## config.mk

```make
export PLATFORM = sky130hd
export DESIGN_NAME = lqpe_top
export DESIGN_NICKNAME = d
export VERILOG_FILES = /design/src/rtl/lqpe_pkg.sv /design/src/rtl/lqpe_decode.sv /design/src/rtl/lqpe_shifter.sv /design/src/rtl/lqpe_accum.sv /design/src/rtl/lqpe_top.sv
export SDC_FILE = /design/constraint.sdc
export NUM_CORES = 1
export LEC_CHECK = 0
export BUFFER_PORTS_ARGS = -buffer_cell sky130_fd_sc_hd__buf_2
export CORE_ASPECT_RATIO = 0.8
export CORE_UTILIZATION = 50
export DETAILED_ROUTE_END_ITERATION = 16
export HOLD_SLACK_MARGIN = 0.03
export PLACE_DENSITY = 0.75
export SETUP_SLACK_MARGIN = 0.15
export SLEW_MARGIN = 25
export SYNTH_ARGS = -nofsm -noshare
export SYNTH_HDL_FRONTEND = slang
export SYNTH_HIERARCHICAL = 1
export SYNTH_SLANG_ARGS = --single-unit
```

## constraint.sdc

```tcl
create_clock -name clk -period 3.8 [get_ports clk]
set_input_delay 0.19 -clock clk [delete_from_list [all_inputs] [get_ports clk]]
set_output_delay 0.19 -clock clk [all_outputs]
set_load 0.1 [all_outputs]
```

## src/rtl/lqpe_pkg.sv

```systemverilog
package lqpe_pkg;

    localparam int ACT_W_DEF  = 8;
    localparam int ACC_W_DEF  = 24;
    localparam int IDX_W_DEF  = 3;
    localparam int SCALE_DEF  = 2;
    localparam int OFFSET_DEF = -4;

    // largest left shift contributed by the index stages
    function automatic int idx_shift_max(input int scale, input int idx_w);
        return scale * ((1 << idx_w) - 1);
    endfunction

    function automatic int pos_part(input int v);
        return (v > 0) ? v : 0;
    endfunction

    function automatic int neg_part(input int v);
        return (v < 0) ? -v : 0;
    endfunction

endpackage

```

## src/rtl/lqpe_decode.sv

```systemverilog
module lqpe_decode #(
    parameter int IDX_W = 3
) (
    input  logic [IDX_W:0]   code_i,
    output logic [IDX_W-1:0] stage_en_o,
    output logic             negate_o
);

    always_comb begin
        stage_en_o = code_i[IDX_W-1:0];
        unique case (code_i[IDX_W])
            1'b0:    negate_o = 1'b0;
            default: negate_o = 1'b1;
        endcase
    end

endmodule

```

## src/rtl/lqpe_shifter.sv

```systemverilog
module lqpe_shifter #(
    parameter int ACT_W  = 8,
    parameter int IDX_W  = 3,
    parameter int SCALE  = 2,
    parameter int OFFSET = -4,
    localparam int LOFF  = lqpe_pkg::pos_part(OFFSET),
    localparam int ROFF  = lqpe_pkg::neg_part(OFFSET),
    localparam int WIDE_W = ACT_W + lqpe_pkg::idx_shift_max(SCALE, IDX_W) + LOFF,
    localparam int MAG_W = WIDE_W - ROFF
) (
    input  logic signed [ACT_W-1:0] act_i,
    input  logic        [IDX_W-1:0] stage_en_i,
    output logic signed [MAG_W-1:0] mag_o
);

    logic signed [WIDE_W-1:0] stage [0:IDX_W];
    logic signed [WIDE_W-1:0] off_out;

    assign stage[0] = WIDE_W'(act_i);

    // each index bit moves by SCALE * 2^k, so only reachable distances exist
    for (genvar k = 0; k < IDX_W; k++) begin : g_stage
        assign stage[k+1] = stage_en_i[k] ? (stage[k] <<< (SCALE * (1 << k)))
                                          : stage[k];
    end

    // fixed offset stage, applied after the left shifts so rounding is a floor
    if (ROFF > 0) begin : g_right
        assign off_out = stage[IDX_W] >>> ROFF;
    end else begin : g_left
        assign off_out = stage[IDX_W] <<< LOFF;
    end

    assign mag_o = $signed(off_out[MAG_W-1:0]);

endmodule

```

## src/rtl/lqpe_accum.sv

```systemverilog
module lqpe_accum #(
    parameter int ACC_W  = 24,
    parameter int PROD_W = 19,
    localparam int SUM_W = ACC_W + 1
) (
    input  logic                     clk,
    input  logic                     rst_n,
    input  logic                     vld_i,
    input  logic                     clr_i,
    input  logic signed [PROD_W-1:0] prod_i,
    output logic signed [ACC_W-1:0]  acc_o,
    output logic                     out_valid_o
);

    localparam logic signed [ACC_W-1:0] ACC_MAX = {1'b0, {(ACC_W-1){1'b1}}};
    localparam logic signed [ACC_W-1:0] ACC_MIN = {1'b1, {(ACC_W-1){1'b0}}};

    logic signed [SUM_W-1:0] sum;
    logic signed [ACC_W-1:0] sat_sum;
    logic signed [ACC_W-1:0] acc_d;

    always_comb begin
        sum = SUM_W'(acc_o) + SUM_W'(prod_i);
        unique case (sum[SUM_W-1:SUM_W-2])
            2'b01:   sat_sum = ACC_MAX;
            2'b10:   sat_sum = ACC_MIN;
            default: sat_sum = sum[ACC_W-1:0];
        endcase
    end

    always_comb begin
        unique case ({clr_i, vld_i})
            2'b11:   acc_d = ACC_W'(prod_i);
            2'b10:   acc_d = '0;
            2'b01:   acc_d = sat_sum;
            default: acc_d = acc_o;
        endcase
    end

    always_ff @(posedge clk or negedge rst_n) begin
        if (!rst_n) begin
            acc_o       <= '0;
            out_valid_o <= 1'b0;
        end else begin
            acc_o       <= acc_d;
            out_valid_o <= vld_i;
        end
    end

endmodule

```

## src/rtl/lqpe_top.sv

```systemverilog
module lqpe_top #(
    parameter int ACT_W  = lqpe_pkg::ACT_W_DEF,
    parameter int ACC_W  = lqpe_pkg::ACC_W_DEF,
    parameter int IDX_W  = lqpe_pkg::IDX_W_DEF,
    parameter int SCALE  = lqpe_pkg::SCALE_DEF,
    parameter int OFFSET = lqpe_pkg::OFFSET_DEF,
    localparam int WIDE_W = ACT_W + lqpe_pkg::idx_shift_max(SCALE, IDX_W)
                          + lqpe_pkg::pos_part(OFFSET),
    localparam int MAG_W  = WIDE_W - lqpe_pkg::neg_part(OFFSET),
    localparam int PROD_W = MAG_W + 1
) (
    input  logic                    clk,
    input  logic                    rst_n,
    input  logic                    in_valid_i,
    input  logic                    clr_i,
    input  logic signed [ACT_W-1:0] act_i,
    input  logic        [IDX_W:0]   w_code_i,
    output logic signed [ACC_W-1:0] acc_o,
    output logic                    out_valid_o
);

    logic        [IDX_W-1:0]  stage_en;
    logic                     negate;
    logic signed [MAG_W-1:0]  mag;
    logic signed [PROD_W-1:0] mag_ext;
    logic signed [PROD_W-1:0] prod_d;
    logic signed [PROD_W-1:0] prod_q;
    logic                     vld_q;
    logic                     clr_q;

    lqpe_decode #(.IDX_W(IDX_W)) u_dec (
        .code_i     (w_code_i),
        .stage_en_o (stage_en),
        .negate_o   (negate)
    );

    lqpe_shifter #(
        .ACT_W  (ACT_W),
        .IDX_W  (IDX_W),
        .SCALE  (SCALE),
        .OFFSET (OFFSET)
    ) u_shf (
        .act_i      (act_i),
        .stage_en_i (stage_en),
        .mag_o      (mag)
    );

    assign mag_ext = PROD_W'(mag);
    assign prod_d  = negate ? -mag_ext : mag_ext;

    // product register between shifter and adder
    always_ff @(posedge clk or negedge rst_n) begin
        if (!rst_n) begin
            prod_q <= '0;
            vld_q  <= 1'b0;
            clr_q  <= 1'b0;
        end else begin
            prod_q <= prod_d;
            vld_q  <= in_valid_i;
            clr_q  <= clr_i;
        end
    end

    lqpe_accum #(.ACC_W(ACC_W), .PROD_W(PROD_W)) u_acc (
        .clk         (clk),
        .rst_n       (rst_n),
        .vld_i       (vld_q),
        .clr_i       (clr_q),
        .prod_i      (prod_q),
        .acc_o       (acc_o),
        .out_valid_o (out_valid_o)
    );

endmodule

```

==> flow_metrics.tcl <==
set metrics [dict create \
    fin_crit_sh_pct 95.9 \
    post-dp-hpwl_mm 6.80 \
    design_area_sq_um 4290 \
    min_path_type "input port to flip-flop" \
    coreArea_sq_um 7430 \
    crit_required_ps 3990 \
    power_density_nw_per_um2 773 \
    ys_ff_latch 46 \
    die_h_um 80.5 \
    syn2layout_area_growth_pct 11.5 \
    reg2reg_depth 15 \
    antenna_cells 0 \
    cts_made_buffers 5 \
    swShare_pct 56.6 \
    critical_path_class "flip-flop to flip-flop" \
    critPathMaxFanout 9 \
    status "complete, no violations" \
    io-pin-count 41 \
    grt_max_degree 47 \
    clk_pin_slew_ps 90 \
    power.total_mw 3.32 \
    power.internal_mw 1.44 \
    max_freq_mhz 274 \
    finalCoreUtilization_pct 57.8 \
    place.gp.congestion 0.956 \
    avgSynthCellArea_sq_um 8.50 \
    r2r_end "u_acc/acc_o[16]" \
    ys.flop_type "dfrtp_1" \
    place_area_sq_um 4110 \
    route.detailed.drc 0 \
    slowest_delay_ps 500 \
    synth_nets 499 \
    cp_num_cells 15 \
    first_iter_violations 392 \
    ys_types 67 \
    cts_sinks 46 \
    crit_path_frequent_cell "ha_4" \
    cap_viol_max_count 0 \
    cts_root_buf "clkbuf_8" \
    async_flop_share_pct 100 \
    syn_area_sq_um 3850 \
    slew_headroom_pct 46.4 \
    drive_gt1_share_pct 20.2 \
    nNetsFinal 530 \
    grt_antenna_before_repair 0 \
    leakage_nw 1.88 \
    min_from "act_i[7]" \
    endpoint "u_acc/acc_o[16]" \
    cp_top_family "compound AO/OA/AOI/OAI gates" \
    clock_latency_ps 300 \
    start_kind "flip-flop" \
    die_x_um 100 \
    grt_use_total_pct 23.5 \
    finalSetupViolations 0 \
    firstDrtPassIters 5 \
    comb_power_share_pct 69.2 \
    vias_per_cell 5.99 \
    grt_first_pass_wirelength_mm 15.1 \
    cp-startpoint "u_acc/acc_o[0]" \
    io_buffer_count 40 \
    start_util_pct 51.9 \
    wl_mm 9.31 \
    grt-ovfl-total 0 \
    peakVddDrop_v 0.000426 \
    fin_crit_ps 3640 \
    synth_cells 453 \
    cts_buffer_depth 2 \
    crit_chain "ha_4, fa_2, a211oi_2, o21bai_2, o21ai_2, a31o_1, a21oi_2, and2_2, o22a_1, ha_4, buf_4, nand2_1, o21ai_0, a2111oi_2, a211o_1" \
    fillers 671 \
    critPathArrivalTime_ps 3830 \
    p_clk_share_pct 9.1 \
    sequentialPowerShare_pct 21.7 \
    slew_violations 0 \
    final_antenna_net_count 0 \
    avgRoutedWirePerCell_um 15.8 \
    synth_edf_count 0 \
    cpMaxStageDelayCell "dfrtp_4" \
    crit_buf_inv 1 \
    num_vias 3532 \
    total_switching_power_mw 1.88 \
    ff2ff_setup_slack_ps 160 \
    grt_pass1_vias 3076 \
    finClkSkew_ps 14.4 \
    rows 28 \
    worst_slew_pin_slew_ps 803 \
    tritoncts "yes" \
    r2r-start "u_acc/acc_o[0]" \
    ys_warn_count 6 \
    dieArea_sq_um 8060 \
    hold_violations 0 \
    setup-tns-final_ps 0 \
    htreeDepth 2 \
    grt_setup_unrepaired "true" \
    worstSetupEndpointType "flip-flop" \
    synth-seq-area-share_pct 29.9 \
]
placed cells by master (no fill, tap or decap), types with 7 or more instances in the layout:
master     n
xnor2_1   28
o21ai_0   29
ha_1      25
buf_2     39
o21ai_1    7
nand3_1    9
nand2b_1   9
xor2_1     8
inv_1     26
dfrtp_2   17
nor2_1    23
dfrtp_1   28
a21oi_1   58
nand2_1   42
worst reg2reg max path, delay by kind of cell (launching register included):
| kind | cells | cell delay, ps |
|---|---|---|
| AOI/OAI and AO/OA | 9 | 1730 |
| adders and majority gates | 3 | 840 |
| DFF | 1 | 500 |
| and+or+nand+nor | 2 | 290 |
| buffers and inverters | 1 | 160 |
per-stage QoR:
| stage | std cells | setup WS, ps | hold slack [ps] |
|---|---|---|---|
| 2_1_floorplan | 453 | 162 | -106 |
| 3_3_place_gp | 578 | 223 | 300 |
| 3_5_place_dp | 578 | 155 | 304 |
| 4_1_cts | 588 | 198 | 78.4 |
| 5_1_grt | 590 | 41.3 | 236 |
| 6_report | 590 | 156 | 236 |
Yosys cell counts, types with 7 or more instances:
cell type / instances / area, sq um
a21oi_1: 58 / 290
dfrtp_1: 46 / 1150
nand2_1: 42 / 158
o21ai_0: 30 / 150
ha_1: 29 / 363
xnor2_1: 28 / 245
inv_1: 27 / 101
nor2_1: 23 / 86.3
clkbuf_1: 9 / 33.8
nand2b_1: 9 / 56.3
nand3_1: 9 / 45.0
xor2_1: 8 / 70.1
buf_4: 7 / 52.6
o21ai_1: 7 / 35.0
layout make-up:
class / instances / area, sq um / share of cell area [%]
clock inverter: 3 / 21.3 / 0.495
tap: 105 / 131 / 3.06
sequential: 46 / 1180 / 27.4
multi-input combinational: 356 / 2520 / 58.7
timing repair buffer: 48 / 274 / 6.38
clock buffer: 5 / 68.8 / 1.60
inverter: 27 / 101 / 2.36
power by group through the flow:
stage,clock network (mW),registers (mW),logic [mW]
after floorplan,0,1.35,1.14
after global placement,0,0.725,2.14
after detailed placement,0,0.728,2.16
after CTS,0.320,0.719,2.18
after global routing,0.337,0.738,2.45
final,0.304,0.720,2.30
worst min path at each step:
stage,cells past startpoint,endpoint,slack (ps)
global placement,1,clr_q,300
CTS,1,u_acc/acc_o[3],80
finish,2,prod_q[17],240
detailed placement,1,clr_q,300
global route,2,prod_q[17],240
floorplan,0,clr_q,-110
registers in the layout (all words and copies together) (netlist names):
| register | flops |
|---|---|
| u_acc/out_valid_o | 1 |
| clr_q | 1 |
| prod_q | 19 |
| u_acc/acc_o | 24 |
| vld_q | 1 |
what timing repair did:
item / 4_1_cts / 5_1_grt
setup buffers: 0 / 1
hold endpoints to repair: 2 / 46
resized for setup: 1 / 13
hold buffers: 2 / 1
pin swaps: 0 / 5
endpoints found under the setup margin: 1 / 22
metal layers:
layer | share of wire, % | global-route usage (%) | up-vias
li1 | - | - | 1715
met1 | 47 | 35.6 | 1632
met2 | 45 | 35.8 | 169
met3 | 7.0 | 2.96 | 16
met4 | 1.0 | 4.06 | 0
met5 | 0 | 0 | -
cell families after synthesis:
logic type	after synthesis	synth area share, %
fa+ha+maj	30	9.94
xor+xnor	36	8.19
compound gates	164	27.5
buf+inv	51	6.40
mux	7	1.95
simple gates	119	16.1
flops	46	29.9
Note: power is estimated with default switching activity, not from simulation.
